$ cat config.mk
export PLATFORM = sky130hd
export DESIGN_NAME = lcp_line_addr_gen
export DESIGN_NICKNAME = d
export VERILOG_FILES = /design/src/rtl/lcp_pkg.sv /design/src/rtl/lcp_size_decode.sv /design/src/rtl/lcp_offset_calc.sv /design/src/rtl/lcp_line_addr_gen.sv
export SDC_FILE = /design/constraint.sdc
export NUM_CORES = 1
export LEC_CHECK = 0
export BUFFER_PORTS_ARGS = -buffer_cell sky130_fd_sc_hd__buf_2
export CORE_UTILIZATION = 53
export DETAILED_ROUTE_END_ITERATION = 8
export PLACE_DENSITY = 0.85
export SYNTH_ARGS = -nofsm -noshare
export SYNTH_HDL_FRONTEND = slang
export SYNTH_SLANG_ARGS = --single-unit
$ cat constraint.sdc
create_clock -name clk -period 5.9 [get_ports clk]
set_input_delay 0.295 -clock clk [delete_from_list [all_inputs] [get_ports clk]]
set_output_delay 0.295 -clock clk [all_outputs]
set_load 0.005 [all_outputs]
$ cat src/rtl/lcp_pkg.sv
package lcp_pkg;
    localparam int LINE_SHIFT = 6;
    localparam int META_BYTES = 64;
    localparam int MIN_SHIFT  = 3;
    localparam int LEN_W      = 7;
    localparam logic [1:0] TYPE_RAW = 2'd0;

    typedef enum logic [1:0] {
        SZ_8B  = 2'd0,
        SZ_16B = 2'd1,
        SZ_32B = 2'd2,
        SZ_64B = 2'd3
    } lsize_e;
endpackage

$ cat src/rtl/lcp_size_decode.sv
module lcp_size_decode
    import lcp_pkg::*;
(
    input  lsize_e             code,
    output logic [2:0]         shift,
    output logic [LEN_W-1:0]   len
);
    always_comb begin
        shift = 3'(MIN_SHIFT) + 3'(code);
        len   = LEN_W'(1) << shift;
    end
endmodule

$ cat src/rtl/lcp_offset_calc.sv
module lcp_offset_calc
    import lcp_pkg::*;
#(
    parameter int IDX_W  = 6,
    parameter int SLOT_W = 6,
    parameter int OFS_W  = IDX_W + LINE_SHIFT + 2
) (
    input  logic [2:0]        shift,
    input  logic [IDX_W-1:0]  idx,
    input  logic [SLOT_W-1:0] slot,
    input  logic              exc_sel,
    output logic [OFS_W-1:0]  ofs
);
    localparam int LINES = 1 << IDX_W;

    logic [OFS_W-1:0] packed_ofs;
    logic [OFS_W-1:0] data_end;
    logic [OFS_W-1:0] ovf_base;
    logic [OFS_W-1:0] ovf_ofs;

    always_comb begin
        packed_ofs = OFS_W'(idx) << shift;
        data_end   = OFS_W'(LINES) << shift;
        ovf_base   = data_end + OFS_W'(META_BYTES);
        ovf_ofs    = ovf_base + (OFS_W'(slot) << LINE_SHIFT);
        ofs        = exc_sel ? ovf_ofs : packed_ofs;
    end
endmodule

$ cat src/rtl/lcp_line_addr_gen.sv
module lcp_line_addr_gen
    import lcp_pkg::*;
#(
    parameter int ADDR_W = 40,
    parameter int IDX_W  = 6,
    parameter int SLOT_W = 6
) (
    input  logic              clk,
    input  logic              rst_n,
    input  logic              req_valid,
    input  logic [ADDR_W-1:0] pg_base,
    input  logic [1:0]        pg_type,
    input  logic [1:0]        pg_size,
    input  logic              pg_zero,
    input  logic [IDX_W-1:0]  line_idx,
    input  logic              md_zero,
    input  logic              md_exc,
    input  logic [SLOT_W-1:0] md_slot,
    output logic              rsp_valid,
    output logic [ADDR_W-1:0] rsp_addr,
    output logic [LEN_W-1:0]  rsp_len,
    output logic              rsp_zero,
    output logic              rsp_exc,
    output logic              rsp_mem_req
);
    localparam int OFS_W = IDX_W + LINE_SHIFT + 2;

    typedef struct packed {
        logic              valid;
        logic [ADDR_W-1:0] addr;
        logic [LEN_W-1:0]  len;
        logic              zero;
        logic              exc;
        logic              mreq;
    } rsp_t;

    rsp_t rsp_d, rsp_q;

    logic             is_raw;
    lsize_e           eff_size;
    logic [2:0]       shift;
    logic [LEN_W-1:0] line_len;
    logic             take_exc;
    logic             take_zero;
    logic [OFS_W-1:0] ofs;

    assign is_raw    = (pg_type == TYPE_RAW);
    assign eff_size  = is_raw ? SZ_64B : lsize_e'(pg_size);
    assign take_zero = pg_zero | (md_zero & ~is_raw);
    assign take_exc  = md_exc & ~is_raw & ~take_zero;

    lcp_size_decode u_size (
        .code  (eff_size),
        .shift (shift),
        .len   (line_len)
    );

    lcp_offset_calc #(
        .IDX_W  (IDX_W),
        .SLOT_W (SLOT_W),
        .OFS_W  (OFS_W)
    ) u_ofs (
        .shift   (shift),
        .idx     (line_idx),
        .slot    (md_slot),
        .exc_sel (take_exc),
        .ofs     (ofs)
    );

    always_comb begin
        rsp_d       = rsp_q;
        rsp_d.valid = req_valid;
        if (req_valid) begin
            if (take_zero) begin
                rsp_d.addr = '0;
                rsp_d.len  = '0;
                rsp_d.zero = 1'b1;
                rsp_d.exc  = 1'b0;
                rsp_d.mreq = 1'b0;
            end else begin
                rsp_d.addr = pg_base + ADDR_W'(ofs);
                rsp_d.len  = take_exc ? LEN_W'(1 << LINE_SHIFT) : line_len;
                rsp_d.zero = 1'b0;
                rsp_d.exc  = take_exc;
                rsp_d.mreq = 1'b1;
            end
        end
    end

    always_ff @(posedge clk) begin
        if (!rst_n) rsp_q <= '0;
        else        rsp_q <= rsp_d;
    end

    assign rsp_valid   = rsp_q.valid;
    assign rsp_addr    = rsp_q.addr;
    assign rsp_len     = rsp_q.len;
    assign rsp_zero    = rsp_q.zero;
    assign rsp_exc     = rsp_q.exc;
    assign rsp_mem_req = rsp_q.mreq;

    a_r1_valid_follows_req: assert property (@(posedge clk) disable iff (!rst_n)
        req_valid |=> rsp_valid);
    a_r1_no_spurious_valid: assert property (@(posedge clk) disable iff (!rst_n)
        !req_valid |=> !rsp_valid);
    a_r4_zero_no_access: assert property (@(posedge clk) disable iff (!rst_n)
        rsp_zero |-> (!rsp_mem_req && rsp_len == '0));
    a_r3_exc_full_line: assert property (@(posedge clk) disable iff (!rst_n)
        rsp_exc |-> (rsp_mem_req && rsp_len == LEN_W'(64)));
    a_r6_zero_exc_exclusive: assert property (@(posedge clk) disable iff (!rst_n)
        !(rsp_zero && rsp_exc));
    a_r8_hold_addr: assert property (@(posedge clk) disable iff (!rst_n)
        !req_valid |=> $stable(rsp_addr) && $stable(rsp_len));
    a_r4_page_zero: assert property (@(posedge clk) disable iff (!rst_n)
        (req_valid && pg_zero) |=> rsp_zero);
endmodule

==> key figures, run 1 <==
Setup path
  – WS Path Type: in2reg
  – Crit path top cell by count: ha_1
  – Crit path max fanout: 15
  – Critical path buffers and inverters: 1
  – Slowest CP cell: a2111oi_0
  – Arr. time, crit path: ~5.2 ns
  – Startpoint types: input port
  – Max stage delay on crit path: ~0.65 ns
  – Nature of the critical path endpoint: register
  – CP top delay family: compound AO/OA/AOI/OAI gates
  – Critical Path RT: about 6.1 ns
  – CP Cell Sequence: buf_2 -> o21ba_2 -> ha_1 -> and2_1 -> ha_1 -> ha_1 -> a21o_1 -> a21oi_1 -> o21bai_1 -> a21oi_1 -> xor2_1 -> o21ai_0 -> ha_1 -> and3_1 -> and3_1 -> nand3_1 -> a2111oi_0 -> xnor2_1 -> o21ai_1

Clock tree
  – Post-CTS Hold Fix Bufs: 0
  – Worst-path clk slew: around 0.09 ns
  – CTS tree: built
  – Clk buf depth: 2
  – CTS root buffer: clkbuf_8
  – Num Clock Sinks: between 50 and 60
  – CTS resizes: 0
  – Post-CTS Setup Bufs: 0
  – H-Tree Depth: 2
  – Worst-skew pair later-pin latency: ~0.3 ns
  – TritonCTS Buffers: 5

Die
  – Die area: 7437 sq um
  – Ports: 113
  – Die Y: 86.24 um
  – Row Count: 30
  – Die Span X: between 80 and 90 um
  – Initial Util: a little under three fifths
  – Core area: 6832 sq um

STA
  – Worst-Margin Slew: about 1.2 ns
  – Final worst slack: 0.9031 ns
  – RSZ-0062 raised after global routing: no
  – Hold Fails Final Rpt: 0
  – Slew margin rel.: a little over a fifth
  – Worst Skew: 0 ns
  – Fmax: about 0.20 GHz
  – Final Max Slew Viols: 0
  – Final period utilization: 84.69%
  – Crit path time final: between 4 and 5 ns
  – Setup TNS: 0 ns
  – Final setup fails: 0

Drt
  – Starting DRT DRC Count: 174
  – WL final: around 10000 um
  – DR DRC count: 0
  – Pre-Repair DR Iteration Count: 4
  – Antenna Nets Post-Route: 0
  – Via count: between 3,000 and 4,000
  – WL/cell: around 15 um
  – Via density: ~5.7

GRT
  – Tot GR Track Use: a little over a quarter
  – Largest net degree at the start of global routing: 33
  – Global-route wire length before repair: approximately 16,000 um
  – Initial antenna violation count: 0
  – Vias in the first global route: about 3,400
  – GRT Residual Overflow: 0

Placement
  – Placed inst area: roughly 4400 sq um
  – Placer Congestion: approximately 0.9
  – Dpl ws: around 0.67 ns
  – Post-DP HPWL: around 7600 um
  – Dpl cells: approximately 650
  – Port bufs: between 100 and 150

Synth
  – Async S/R FF share, synth: 0%
  – Top FF cell, synth: dfxtp_1
  – Syn_nets: 554
  – Post-synth EDFFs: 0
  – Synth cell types: 59
  – Ys Warns: 0
  – Synth Register Bits: 51
  – Syn Std Cell Area: between 3000 and 4000 sq um
  – Sequential-to-total area share from yosys stat: between 20 and 30%
  – Syn_area_per_cell: a little over 8 sq um
  – Synth Instances: between 400 and 500

Pwr
  – Static leakage: just over 2 nW
  – Pwr Density: roughly 190 nW/um^2
  – Max VDD drop: 0.1145 mV
  – Total power: around 0.00087 W

Finish
  – P&R area growth vs syn: 19.29%
  – Final Cell Area: approximately 4500 sq um
  – Final net count: about 660
  – Most common cell after layout, fill and taps aside: buf_2
  – Filler cell count: just over 600
  – Post-route insts no fill: roughly 660
  – ANT cells: 0
  – Most frequent cells in the layout: 112 x buf_2, 62 x nand2_1, 51 x dfxtp_1, 34 x o21ai_0, 33 x ha_1
  – Fraction of layout cells with a size suffix above 1: roughly 25%

Status
  – Status: finished clean

Job
  – MaxCap Viol Count: 0

Worst hold path
  – HP Class: in2reg
## cell usage after synthesis, drive strengths merged (2+ instances only)
cell type,number,area (sq um)
a2111o,2,22.52
or2,2,12.51
xor2,7,61.31
nand2b,2,12.51
nand4,6,37.54
or4,2,15.01
o21ai,46,230.2
a32oi,3,26.28
or3,3,23.77
a2111oi,3,51.30
a211oi,17,157.6
a21boi,6,45.04
a21o,5,37.54
buf,8,45.04
fa,2,40.04
nor3,2,10.01
a22o,7,61.31
a22oi,4,30.03
o21bai,3,22.52
nor2b,14,87.58
o211ai,4,30.03
xnor2,31,271.5
and3,10,63.81
ha,33,412.9
nand3b,2,15.01
dfxtp,51,1021
nand2,62,232.7
nor2,22,82.58
and2,10,62.56
inv,11,41.29
mux2i,13,130.1
and4,2,20.02
clkbuf,12,45.04
nand3,13,70.07
a21oi,23,115.1
## metrics by stage
stage          util (%)  hold slack [ns]
5_1_grt           65.68           0.2904
3_5_place_dp      64.18           0.4375
6_report          65.68           0.2817
4_1_cts           65.68           0.2883
2_1_floorplan         -           0.4167
3_3_place_gp      64.18           0.4304
## cell families after synthesis
family	after synthesis	share of synthesized area, %
compound gates	133	24.25
fa+ha+maj	35	12.04
mux	14	3.759
xor+xnor	38	8.849
buf+inv	32	3.593
simple gates	154	20.36
flops	51	27.15
## area by class of cell
| cell class | count | area, sq um | area share, % |
|---|---|---|---|
| Clock buffer | 6 | 72.57 | 1.617 |
| Inverter | 12 | 45.04 | 1.004 |
| Timing Repair Buffer | 116 | 590.6 | 13.16 |
| Clock inverter | 1 | 30.03 | 0.6693 |
| Tap cell | 96 | 120.1 | 2.677 |
| Sequential cell | 51 | 1021 | 22.76 |
| Multi-Input combinational cell | 374 | 2608 | 58.11 |
## report_power, final
part | switching (W) | total, W | internal, W
clock network | 0.000115 | 0.000239 | 0.000125
logic | 0.000152 | 0.000266 | 0.000114
registers | 0.00000620 | 0.000363 | 0.000357
total | 0.000273 | 0.000869 | 0.000596
## flip-flops by register name (all words and copies together), names as in the netlist
name         count
rsp_addr        40
rsp_mem_req      1
rsp_valid        1
rsp_exc          1
rsp_len          7
rsp_zero         1
## path summary, 6_finish.rpt
| path | start | to | slack [ns] | cells after the start |
|---|---|---|---|---|
| min | pg_base[38] | rsp_addr[38] | 0.28 | 3 |
| max | pg_size[0] | rsp_addr[25] | 0.90 | 19 |
| min reg2reg | rsp_addr[26] | rsp_addr[26] | 0.45 | 2 |
| max reg2reg | rsp_addr[37] | rsp_addr[37] | 5.11 | 1 |
## worst min-delay path, stage by stage
cell     delay (ns)
buf_2          0.09
xnor2_1        0.07
o21ai_1        0.10
## per-layer routing
layer	global-route usage, %	vias up	part of all wire (%)
met5	0	-	0
met1	32.45	1718	44
met4	6.061	0	1.3
met3	3.143	15	5.3
met2	48.41	128	50
li1	-	1846	-
(Power assumes the default switching activity.)
==> run 2: changes to the inputs <==
clock period = 5.1 ns   (was 5.9 ns; I/O delays follow)
==> run 2 against run 1 <==
  * Sequential cell count is the same
  * First-iteration DRC count shrank 0.57%
  * Design area rose by 0.50%
  * Sequential power up 16%
  * Sequential share of layout area down 0.11 points
  * Cell count increased by 0.46%
  * Worst hold slack got worse by 0.044 ns
  * Clock power increased by 15%
  * Die area stayed put
  * Total power rose by 16%
  * Via count up 1.8%
  * Wire length increased by 1.3%
  * Critical path type unchanged
==> key figures, run 2 (synthesis results as in run 1) <==
Status
  – Status: finished clean

STA
  – Final Max Slew Viols: 0
  – Worst-Margin Slew: about 1.2 ns
  – RSZ-0062 raised after global routing: no
  – Slew margin rel.: between 10% and 20%
  – Final period utilization: approximately nine tenths
  – Fmax: 0.2221 GHz
  – Worst Skew: 0 ns
  – Setup TNS: 0 ns
  – Hold Fails Final Rpt: 0
  – Crit path time final: approximately 4.5 ns
  – Final setup fails: 0

Pwr
  – Seq pwr share: around two fifths
  – Cell Int Power: around 0.00069 W
  – Pwr Density: around 220 nW/um^2
  – Total power: between 0.001 and 0.0015 W
  – Max VDD drop: 0.1389 mV
  – Clock Power Share: between 20% and 30%
  – Switching Fraction: a little under a third
  – Sw power: 0.0003178 W
  – Power share of the combinational group: a little under a third
  – Static leakage: ~2 nW

Clock tree
  – Num Clock Sinks: 51
  – Clk buf depth: 2
  – Post-CTS Hold Fix Bufs: 0
  – TritonCTS Buffers: 5
  – H-Tree Depth: 2
  – CTS tree: built
  – Worst-skew pair later-pin latency: roughly 0.30 ns
  – CTS root buffer: clkbuf_8
  – Post-CTS Setup Bufs: 0
  – CTS resizes: 0
  – Worst-path clk slew: ~0.09 ns

Job
  – MaxCap Viol Count: 0

Drt
  – WL final: between 9000 and 10,000 um
  – Via density: between 5 and 6
  – Antenna Nets Post-Route: 0
  – Pre-Repair DR Iteration Count: 7
  – Via count: ~3,800
  – Starting DRT DRC Count: about 170
  – DR DRC count: 0
  – WL/cell: ~15 um

Worst hold path
  – Hold path startpoint: pg_base[38]
  – HP Class: in2reg

Setup path
  – Worst flop-to-flop path endpoint: rsp_addr[3]
  – Nature of the critical path endpoint: register
  – Flop2flop setup slack: about 4.3 ns
  – Crit path launch: pg_size[0]
  – R2R cell count: 2
  – Startpoint types: input port
  – Reg2reg start: rsp_addr[3]
  – Arr. time, crit path: between 4 and 5 ns
  – Crit path to: rsp_addr[25]
  – Critical Path RT: 5.25 ns
  – WS Path Type: in2reg
  – Crit path max fanout: 12

Die
  – Initial Util: 55.05%
  – Die Span X: approximately 86 um
  – Row Count: 30
  – Die Y: approximately 86 um
  – Ports: around 110
  – Die area: ~7400 sq um
  – Core area: 6832 sq um

GRT
  – GRT Residual Overflow: 0
  – Initial antenna violation count: 0
  – Tot GR Track Use: roughly 27%
  – Largest net degree at the start of global routing: 33
  – Global-route wire length before repair: between 15,000 and 20,000 um
  – Vias in the first global route: between 3,000 and 4,000

Placement
  – Placer Congestion: 0.8538
  – Post-DP HPWL: a little under 8000 um
  – Port bufs: about 110

Finish
  – P&R area growth vs syn: 19.89%
  – Max reg flops: 40
  – Most common cell after layout, fill and taps aside: buf_2
  – ANT cells: 0
  – Most frequent cells in the layout: 112 x buf_2, 62 x nand2_1, 51 x dfxtp_1, 34 x o21ai_0, 33 x ha_1
  – Filler cell count: 640
  – Fraction of layout cells with a size suffix above 1: around a quarter
  – Final net count: 660
[run 2: cell count changes in the layout (fill, tap and decap cells not counted)]
cell,before,now
buf_4,4,7
[run 2: per-stage QoR]
stage | hold WS, ns | setup WS (ns) | std cells | util, % | cell area [sq um]
floorplan | 0.3767 | 0.6132 | 457 | - | 3761
global placement | 0.4294 | 0.5189 | 652 | 64.51 | 4407
detailed placement | 0.4357 | 0.3267 | 652 | 64.51 | 4407
CTS | 0.2436 | 0.6256 | 659 | 66.01 | 4509
global route | 0.2536 | 0.3198 | 659 | 66.01 | 4509
finish | 0.2377 | 0.5983 | 659 | 66.01 | 4509
[run 2: worst min path at each step]
stage                   endpoint  slack (ns)  cells past startpoint
floorplan              rsp_valid        0.38                      1
global placement    rsp_addr[32]        0.43                      2
detailed placement  rsp_addr[33]        0.44                      2
CTS                 rsp_addr[38]        0.24                      3
global route        rsp_addr[34]        0.25                      3
finish              rsp_addr[38]        0.24                      3
[run 2: per-layer routing]
| metal | vias to the layer above | routed length (um) | GRT usage, % |
|---|---|---|---|
| met5 | - | 0 | 0 |
| met1 | 1769 | 4138 | 31.74 |
| met3 | 17 | 527 | 4.000 |
| li1 | 1846 | - | - |
| met4 | 0 | 165 | 7.576 |
| met2 | 143 | 5029 | 50.22 |
[run 2: layout make-up]
| cell class | count | area [sq um] | share of cell area (%) |
|---|---|---|---|
| repair buffers | 119 | 613.1 | 13.60 |
| well taps | 96 | 120.1 | 2.664 |
| multi-input cells | 374 | 2608 | 57.82 |
| inverters | 12 | 45.04 | 0.9989 |
| clock buffers | 6 | 72.57 | 1.609 |
| flip-flops and latches | 51 | 1021 | 22.64 |
| clock inverters | 1 | 30.03 | 0.6659 |
[run 2: power by group through the flow]
| stage | combinational, W | clock, W | sequential (W) |
|---|---|---|---|
| 6_report | 0.000311 | 0.000276 | 0.000420 |
| 5_1_grt | 0.000343 | 0.000295 | 0.000422 |
| 4_1_cts | 0.000308 | 0.000283 | 0.000420 |
| 3_5_place_dp | 0.000305 | 0 | 0.000430 |
| 3_3_place_gp | 0.000299 | 0 | 0.000429 |
| 2_1_floorplan | 0.000202 | 0 | 0.000431 |
[run 2: worst max-delay path, cell delays in order]
cell and delay, ns:
buf_2 0.09, o21ba_2 0.41, inv_1 0.19, ha_1 0.25
and2_1 0.16, ha_1 0.32, ha_1 0.31, a21o_1 0.18
a21oi_1 0.22, o21bai_1 0.09, a21oi_1 0.18, xor2_1 0.14
o21ai_0 0.09, ha_1 0.39, and3_1 0.20, and3_1 0.20
nand3_1 0.11, a2111oi_0 0.59, xnor2_1 0.20, o21ai_1 0.08
